--- src/rtl/irq_chain_pkg.sv ---
package irq_chain_pkg;
  localparam int unsigned BYTE_W      = 8;
  localparam logic [7:0]  RET_PREFIX  = 8'hED;
  localparam logic [7:0]  RET_OPCODE  = 8'h4D;

  typedef enum logic [1:0] {
    CYC_NONE,
    CYC_FETCH,
    CYC_ACK,
    CYC_OTHER
  } cyc_kind_e;
endpackage

--- src/rtl/irq_bus_snoop.sv ---
module irq_bus_snoop
  import irq_chain_pkg::*;
#(
  parameter int unsigned DATA_W = BYTE_W
) (
  input  logic              clk_i,
  input  logic              rst_ni,
  input  logic              m1_ni,
  input  logic              iorq_ni,
  input  logic              rd_ni,
  input  logic [DATA_W-1:0] data_i,
  output logic              fetch_end_o,
  output logic [DATA_W-1:0] fetch_byte_o,
  output logic              ack_now_o,
  output logic              ack_start_o
);
  cyc_kind_e         kind;
  logic              fetch_now;
  logic              fetch_q;
  logic              ack_q;
  logic [DATA_W-1:0] byte_q;

  always_comb begin
    if (!m1_ni && !iorq_ni)      kind = CYC_ACK;
    else if (!m1_ni && !rd_ni)   kind = CYC_FETCH;
    else if (!iorq_ni || !rd_ni) kind = CYC_OTHER;
    else                         kind = CYC_NONE;
  end

  assign fetch_now = (kind == CYC_FETCH);
  assign ack_now_o = (kind == CYC_ACK);

  always_ff @(posedge clk_i or negedge rst_ni) begin
    if (!rst_ni) begin
      fetch_q <= 1'b0;
      ack_q   <= 1'b0;
      byte_q  <= '0;
    end else begin
      fetch_q <= fetch_now;
      ack_q   <= ack_now_o;
      if (fetch_now) byte_q <= data_i;
    end
  end

  // fetch is complete once strobes leave the fetch pattern
  assign fetch_end_o  = fetch_q && !fetch_now;
  assign fetch_byte_o = byte_q;
  assign ack_start_o  = ack_now_o && !ack_q;

  AST_ONE_CYCLE_KIND: assert property (@(posedge clk_i) disable iff (!rst_ni)
    $onehot0({fetch_now, ack_now_o}));
  AST_ACK_START_ONCE: assert property (@(posedge clk_i) disable iff (!rst_ni)
    ack_start_o |=> !ack_start_o);
endmodule

--- src/rtl/irq_ret_detect.sv ---
module irq_ret_detect
  import irq_chain_pkg::*;
#(
  parameter int unsigned       DATA_W = BYTE_W,
  parameter logic [DATA_W-1:0] PREFIX = RET_PREFIX,
  parameter logic [DATA_W-1:0] OPCODE = RET_OPCODE
) (
  input  logic              clk_i,
  input  logic              rst_ni,
  input  logic              fetch_end_i,
  input  logic [DATA_W-1:0] fetch_byte_i,
  output logic              ret_hit_o
);
  logic armed_q;
  logic is_prefix;
  logic is_opcode;

  assign is_prefix = (fetch_byte_i == PREFIX);
  assign is_opcode = (fetch_byte_i == OPCODE);

  always_ff @(posedge clk_i or negedge rst_ni) begin
    if (!rst_ni)          armed_q <= 1'b0;
    else if (fetch_end_i) armed_q <= is_prefix; // any other byte disarms
  end

  assign ret_hit_o = fetch_end_i && armed_q && is_opcode;

  AST_ARM_FROM_PREFIX: assert property (@(posedge clk_i) disable iff (!rst_ni)
    $rose(armed_q) |-> $past(fetch_end_i && is_prefix));
  AST_DISARM_OTHER: assert property (@(posedge clk_i) disable iff (!rst_ni)
    (fetch_end_i && !is_prefix) |=> !armed_q);
  AST_ARM_HOLDS: assert property (@(posedge clk_i) disable iff (!rst_ni)
    !fetch_end_i |=> $stable(armed_q));
endmodule

--- src/rtl/irq_prio_ctrl.sv ---
module irq_prio_ctrl (
  input  logic clk_i,
  input  logic rst_ni,
  input  logic req_i,
  input  logic iei_i,
  input  logic ack_now_i,
  input  logic ack_start_i,
  input  logic ret_hit_i,
  output logic pending_o,
  output logic in_service_o,
  output logic drive_vec_o
);
  logic req_q;
  logic pending_q;
  logic in_service_q;
  logic owner_q;
  logic req_rise;
  logic win;
  logic release_svc;

  assign req_rise    = req_i && !req_q;
  assign win         = ack_start_i && pending_q && iei_i;
  assign release_svc = ret_hit_i && iei_i && in_service_q;

  always_ff @(posedge clk_i or negedge rst_ni) begin
    if (!rst_ni) begin
      req_q        <= 1'b0;
      pending_q    <= 1'b0;
      in_service_q <= 1'b0;
      owner_q      <= 1'b0;
    end else begin
      req_q <= req_i;
      if (req_rise) pending_q <= 1'b1;
      else if (win) pending_q <= 1'b0;
      if (win)              in_service_q <= 1'b1;
      else if (release_svc) in_service_q <= 1'b0;
      if (!ack_now_i) owner_q <= 1'b0;
      else if (win)   owner_q <= 1'b1;
    end
  end

  // first acknowledge cycle decides combinationally so the vector is on time
  assign drive_vec_o  = ack_now_i && (owner_q || win);
  assign pending_o    = pending_q;
  assign in_service_o = in_service_q;

  AST_PENDING_HELD: assert property (@(posedge clk_i) disable iff (!rst_ni)
    (pending_q && !ack_start_i) |=> pending_q);
  AST_SERVICE_FROM_WIN: assert property (@(posedge clk_i) disable iff (!rst_ni)
    $rose(in_service_q) |-> $past(ack_start_i && iei_i));
  AST_LOSER_STAYS_OUT: assert property (@(posedge clk_i) disable iff (!rst_ni)
    (ack_start_i && !iei_i && !in_service_q) |=> !in_service_q);
  AST_RELEASE_ON_RET: assert property (@(posedge clk_i) disable iff (!rst_ni)
    $fell(in_service_q) |-> $past(ret_hit_i && iei_i));
endmodule

--- src/rtl/irq_vec_reg.sv ---
module irq_vec_reg
  import irq_chain_pkg::*;
#(
  parameter int unsigned DATA_W = BYTE_W
) (
  input  logic              clk_i,
  input  logic              rst_ni,
  input  logic              load_i,
  input  logic [DATA_W-1:0] data_i,
  output logic [DATA_W-1:0] vec_o
);
  always_ff @(posedge clk_i or negedge rst_ni) begin
    if (!rst_ni)     vec_o <= '0;
    else if (load_i) vec_o <= data_i;
  end

  AST_VEC_STABLE: assert property (@(posedge clk_i) disable iff (!rst_ni)
    !load_i |=> $stable(vec_o));
endmodule

--- src/rtl/irq_chain_cell.sv ---
module irq_chain_cell
  import irq_chain_pkg::*;
#(
  parameter int unsigned DATA_W = BYTE_W
) (
  input  logic              clk_i,
  input  logic              rst_ni,
  input  logic              irq_req_i,
  input  logic              iei_i,
  input  logic              m1_ni,
  input  logic              iorq_ni,
  input  logic              rd_ni,
  input  logic [DATA_W-1:0] data_i,
  input  logic              vec_load_i,
  input  logic [DATA_W-1:0] vec_data_i,
  output logic              int_no,
  output logic              ieo_o,
  output logic [DATA_W-1:0] vec_o,
  output logic              vec_oe_o
);
  logic              fetch_end;
  logic [DATA_W-1:0] fetch_byte;
  logic              ack_now;
  logic              ack_start;
  logic              ret_hit;
  logic              pending;
  logic              in_service;

  irq_bus_snoop #(.DATA_W(DATA_W)) u_snoop (
    .clk_i, .rst_ni, .m1_ni, .iorq_ni, .rd_ni, .data_i,
    .fetch_end_o(fetch_end), .fetch_byte_o(fetch_byte),
    .ack_now_o(ack_now), .ack_start_o(ack_start)
  );

  irq_ret_detect #(
    .DATA_W(DATA_W),
    .PREFIX(DATA_W'(RET_PREFIX)),
    .OPCODE(DATA_W'(RET_OPCODE))
  ) u_ret (
    .clk_i, .rst_ni,
    .fetch_end_i(fetch_end), .fetch_byte_i(fetch_byte),
    .ret_hit_o(ret_hit)
  );

  irq_prio_ctrl u_ctrl (
    .clk_i, .rst_ni,
    .req_i(irq_req_i), .iei_i,
    .ack_now_i(ack_now), .ack_start_i(ack_start), .ret_hit_i(ret_hit),
    .pending_o(pending), .in_service_o(in_service), .drive_vec_o(vec_oe_o)
  );

  irq_vec_reg #(.DATA_W(DATA_W)) u_vec (
    .clk_i, .rst_ni, .load_i(vec_load_i), .data_i(vec_data_i), .vec_o
  );

  assign int_no = !(pending && !in_service && iei_i);
  assign ieo_o  = iei_i && !pending && !in_service;

  AST_VEC_IN_ACK: assert property (@(posedge clk_i) disable iff (!rst_ni)
    vec_oe_o |-> (!m1_ni && !iorq_ni));
  AST_INT_NEEDS_IEI: assert property (@(posedge clk_i) disable iff (!rst_ni)
    !int_no |-> iei_i);
  AST_IEO_BLOCKED: assert property (@(posedge clk_i) disable iff (!rst_ni)
    !int_no |-> !ieo_o);
endmodule

--- config.mk ---
export PLATFORM = sky130hd
export DESIGN_NAME = irq_chain_cell
export DESIGN_NICKNAME = d
export VERILOG_FILES = /design/src/rtl/irq_chain_pkg.sv /design/src/rtl/irq_bus_snoop.sv /design/src/rtl/irq_ret_detect.sv /design/src/rtl/irq_prio_ctrl.sv /design/src/rtl/irq_vec_reg.sv /design/src/rtl/irq_chain_cell.sv
export SDC_FILE = /design/constraint.sdc
export NUM_CORES = 1
export LEC_CHECK = 0
export ABC_AREA = 1
export BUFFER_PORTS_ARGS = -buffer_cell sky130_fd_sc_hd__buf_4
export CELL_PAD_IN_SITES_DETAIL_PLACEMENT = 1
export CELL_PAD_IN_SITES_GLOBAL_PLACEMENT = 1
export CORE_MARGIN = 5
export CORE_UTILIZATION = 39
export DETAILED_ROUTE_END_ITERATION = 10
export HOLD_SLACK_MARGIN = 0.1
export PLACE_DENSITY_LB_ADDON = 0.1
export SLEW_MARGIN = 20
export SYNTH_ARGS = -nofsm -noshare
export SYNTH_HDL_FRONTEND = slang
export SYNTH_SLANG_ARGS = --single-unit
--- constraint.sdc ---
create_clock -name clk_i -period 1.8 [get_ports clk_i]
set_clock_uncertainty 0.15 [all_clocks]
set_input_delay 0.09 -clock clk_i [delete_from_list [all_inputs] [get_ports clk_i]]
set_output_delay 0.09 -clock clk_i [all_outputs]
set_load 0.02 [all_outputs]
; Word level (Yosys, flattened, before mapping)
; Cells that the tools add are included.
; Widths: inputs -> output; s select.
[classes]
n_eq_ne = 5
n_reduce_logical = 29
muxes = 9
[ops]
columns = op, count
row1 = $logic_and 1x1->1, 16
row2 = $logic_not 1->1, 9
row3 = $eq 8x7->1 const B, 1
row4 = $eq 8x8->1 const B, 1
row5 = $mux 1, 6
row6 = $mux 2, 3
row7 = $reduce_bool 2->1, 2
row8 = $eq 2x1->1 const B, 1
row9 = $eq 2x2->1 const B, 1
row10 = $logic_or 1x1->1, 2
row11 = $ne 2x2->1 const B, 1
[word_totals]
regBits = 23
input_bits = 24
word_cells = 52
out_inout_bits = 11

; Depth between registers and ports, before layout
[depth]
depth_word = 14
ltp_mapped = 6
depth_no_buf = 6

; By module
; A second synthesis with hierarchy kept.
[hier_totals]
hier_cells = 113
hier_area_um2 = 968.4
[modules_own_cells]
columns = mod, cells_each, seq_area_each_um2, area_each_um2, n_inst
row1 = irq_bus_snoop, 42, 250.2, 400.4, 1
row2 = irq_vec_reg, 34, 200.2, 305.3, 1
row3 = irq_prio_ctrl, 16, 100.1, 155.1, 1
row4 = irq_ret_detect, 17, 25.0, 88.8, 1
row5 = irq_chain_cell, 4, 0.0, 18.8, 1

; Least setup slack after synthesis
; OpenSTA, ideal clock, no wires.
[synth_timing]
path_type = register to output
from = reg u_ctrl.pending_q (netlist: u_ctrl.pending_o)
to = out ieo_o
path_stages_with_launch = 2
arrival_ps = 930
required_ps = 1560
slack_ps = 630
cell_sequence = dfrtp_1 -> nor3b_1
[synth_via]
elab_chain_len = 3
[synth_lines]
columns = item, line_no
row1 = start: declaration, irq_prio_ctrl.sv:14  ; logic pending_q;
row2 = start signal: assignment, irq_prio_ctrl.sv:28  ; pending_q <= 1'b0;
row3 = start signal: assignment, irq_prio_ctrl.sv:33  ; if (req_rise) pending_q <= 1'b1;
row4 = start signal: assignment, irq_prio_ctrl.sv:34  ; else if (win) pending_q <= 1'b0;
row5 = $logic_not 1->1, irq_chain_cell.sv:57  ; assign ieo_o = iei_i && !pending && !in_service;
row6 = $logic_and 1x1->1 (2 in series), irq_chain_cell.sv:57
row7 = end: declaration, irq_chain_cell.sv:17  ; output logic ieo_o,
; No other way between the ends.

; Worst setup path after layout
[layout_timing]
from = in m1_ni
to = reg u_snoop.byte_q[0] (netlist: u_snoop.fetch_byte_o[0])
[layout_via]
elab_chain_len = 5
elab_cells_between_ends = 6
classes_between = 1 x eq/ne / 2 x mux / 3 x reduce/logical
[layout_lines]
columns = item, line_no
row1 = start: declaration, irq_chain_cell.sv:10  ; input logic m1_ni,
row2 = $logic_not 1->1 *, "irq_bus_snoop.sv:24, irq_bus_snoop.sv:25"
row3 = $logic_and 1x1->1, irq_bus_snoop.sv:25  ; else if (!m1_ni && !rd_ni) kind = CYC_FETCH;
row4 = $mux 2, irq_bus_snoop.sv:25
row5 = $mux 2 *, irq_bus_snoop.sv:24  ; if (!m1_ni && !iorq_ni) kind = CYC_ACK;
row6 = $eq 2x1->1 *, irq_bus_snoop.sv:30  ; assign fetch_now = (kind == CYC_FETCH);
row7 = end signal: assignment, irq_bus_snoop.sv:41  ; if (fetch_now) byte_q <= data_i;
row8 = end: declaration, irq_bus_snoop.sv:21  ; logic [DATA_W-1:0] byte_q;
; Every way passes the cells marked *; elsewhere a longest branch is shown, timed or not.
; A chain may end at the register's enable or synchronous reset.

==> results.json <==
{
  "drc": 0,
  "hp-class": "in2reg",
  "yosysTopAreaCellShare_pct": 58.6,
  "synth_nets": 114,
  "cpPeakStageDelay_ns": 0.55,
  "grt_start_max_net_pins": 24,
  "ant_nets": 0,
  "initial_core_util_pct": 40.4,
  "area_growth_pct": 69.0,
  "clk_latency_ns": 0.31,
  "coreArea_um2": 2430,
  "setup_tns_ns": 0,
  "dr_total_vias": 909,
  "cellLeakagePower_nw": 0.808,
  "cts_root_buf": "clkbuf_4",
  "crit_required_ns": 1.90,
  "drtIter0Drc": 20,
  "ioPinCount": 35,
  "cp_max_fo": 11,
  "routedWlPerCell_um": 16.2,
  "grt-ovfl-total": 0,
  "ys_ff_latch": 23,
  "post-synth-top-count-cell": "dfrtp_1",
  "outcome": "complete, no violations",
  "grt_pass1_vias": 1048,
  "rsz0062_at_grt": "false",
  "synth_area_um2": 982,
  "hold-worst-slack_ns": 0.277,
  "drt_pass1_iterations": 4,
  "placedCellCount": 152,
  "cts_buffers": 3,
  "fin_util_pct": 68.3,
  "wl_mm": 3.14,
  "worst_ep_arrival_time_ns": 1.82,
  "tritoncts": "yes",
  "layout-drive-gt1-share_pct": 38.7,
  "setup_viol": 0,
  "powerDensity_nw_per_um2": 705,
  "hold_violations": 0,
  "fin_nets": 188,
  "num_rows": 18,
  "synthTopCellsByArea": "dfrtp_1, mux2_2, nand2_2",
  "ys_warn_count": 0,
  "avgSynthCellArea_um2": 10.9,
  "fin_crit_ns": 1.72,
  "grt_pass1_wl_mm": 5.09,
  "slew_headroom_pct": 79.9,
  "path_buf_inv": 5,
  "synth_cells": 90,
  "synthFlopType": "dfrtp_1",
  "clkSinkCount": 23,
  "finalCritPeriodShare_pct": 95.7,
  "portBuffers": 34,
  "synthTopCellsByCount": "dfrtp_1, nand2_1, nand2_2, mux2_2, inv_1",
  "dp_hpwl_mm": 1.67,
  "crit_slowest_cell": "dlygate4sd3_1",
  "antenna_found_initial": 1,
  "cts_max_level": 1,
  "grt_usage_pct": 19.7,
  "tightest_slew_ns": 0.302,
  "die_y_um": 60.2,
  "fin_cells": 194,
  "start_kind": "input pin",
  "cts.clk_slew.worst_paths_ns": 0.14,
  "dieArea_um2": 3620,
  "path_cells": "dlygate4sd3_1, buf_4, inv_1, nand3_4, clkinv_8, nand2_2, nand2_2, dlygate4sd3_1",
  "viasPerCell": 4.69,
  "critPathCaptureType": "flop",
  "slew_violations": 0,
  "synthDistinctLibCells": 16,
  "clk_path_buf_depth": 2,
  "max_freq_ghz": 0.581,
  "cap_violations": 0,
  "yosysSeqAreaShare_pct": 58.6,
  "yosysTopAreaCell": "dfrtp_1",
  "worstSetupPathType": "in2reg",
  "die_w_um": 60.2,
  "crit_family": "buffers and inverters",
  "synth_edf_count": 0,
  "finalWeightedCongestion": 0.693,
  "async_flop_share_pct": 100,
  "vdd_ir_drop_max_v": 0.000563,
  "post_cts_buffers": 0,
  "final.fill_count": 260
}
-- path summary, 6_finish.rpt --
path | start | end | slack, ns | cells past startpoint
worst max-delay path | m1_ni | u_snoop.fetch_byte_o[0]$_DFFE_PN0P_ | 0.08 | 8
worst min-delay path | irq_req_i | u_ctrl.req_q$_DFF_PN0_ | 0.28 | 2
worst max register to register | u_vec.vec_o[2]$_DFFE_PN0P_ | u_vec.vec_o[2]$_DFFE_PN0P_ | 0.25 | 2
worst min register to register | u_ctrl.req_q$_DFF_PN0_ | u_ctrl.pending_o$_DFFE_PN0P_ | 0.30 | 1
max in group asynchronous | rst_ni | u_snoop.fetch_q$_DFF_PN0_ | 0.68 | 3
min in group asynchronous | rst_ni | u_vec.vec_o[1]$_DFFE_PN0P_ | 0.58 | 3
-- cell families (layout without fill, tap and decap cells) --
group / after synthesis / count (layout) / synth area share [%]
multiplexers: 8 / 8 / 9.17
buffers and inverters: 9 / 82 / 5.48
flip-flops: 23 / 23 / 58.6
AO/OA/AOI/OAI: 4 / 4 / 2.80
other: 0 / 1 / 0
AND/OR/NAND/NOR: 46 / 46 / 23.9
-- power breakdown --
part	switching, W	internal [W]
Sequential	0.0000351	0.000571
Combinational	0.000136	0.000186
Clock	0.000161	0.0000829
-- worst reg2reg max path, cell delays in order, from the launching register on --
cell and delay (ns):
dfrtp_1 0.41, mux2_2 0.28, dlygate4sd3_1 0.60
-- routing by layer --
| metal | vias up | part of all wire, % | track usage [%] |
|---|---|---|---|
| met5 | - | 0 | 0 |
| met4 | 0 | 2.8 | 9.18 |
| met3 | 6 | 4.6 | 4.32 |
| met2 | 20 | 55 | 35.6 |
| met1 | 449 | 38 | 21.6 |
| li1 | 434 | - | - |
-- sequential cells by signal (all words and copies together) (netlist names) --
signal / count
u_ctrl.req_q: 1
u_ctrl.pending_o: 1
u_ctrl.in_service_o: 1
u_ret.armed_q: 1
u_snoop.ack_q: 1
u_snoop.fetch_q: 1
u_ctrl.owner_q: 1
u_snoop.fetch_byte_o: 8
u_vec.vec_o: 8
-- repair_timing --
item | 4_1_cts | 5_1_grt
hold endpoints to repair | 45 | 0
hold buffers | 38 | 0
gates resized for setup | 0 | 3
endpoints found under the setup margin | 0 | 5
-- cell type report --
type,instances,area (um2),area share (%)
diodes,1,2.50,0.151
clock buffers,3,22.5,1.36
clock inverters,1,5.00,0.301
inverters,7,38.8,2.34
multi-input cells,58,353,21.3
flip-flops and latches,23,576,34.7
well taps,30,37.5,2.26
repair buffers,71,626,37.7
-- per-stage QoR --
stage | total power, W | instance area [um2] | setup slack (ns)
6_report | 0.00117 | 1660 | 0.0775
5_1_grt | 0.00124 | 1660 | 0.0129
4_1_cts | 0.00117 | 1660 | 0.0403
3_5_place_dp | 0.000826 | 1250 | 0.606
3_3_place_gp | 0.000816 | 1250 | 0.669
2_1_floorplan | 0.000722 | 982 | 0.630
-- placed cells by master (no fill, tap or decap), types with 2 or more instances in the layout --
master / Yosys / routed
buf_4: 0 / 34
dlygate4sd3_1: 0 / 37
nand2_1: 20 / 20
mux2_2: 8 / 8
o21ai_0: 2 / 2
nand3b_1: 2 / 2
o21ai_2: 2 / 2
inv_1: 6 / 6
nand2_2: 13 / 13
dfrtp_1: 23 / 23
nor2_1: 5 / 5
nand3_1: 3 / 3
clkbuf_4: 0 / 3
No activity file was read; power rests on OpenSTA's default activity.
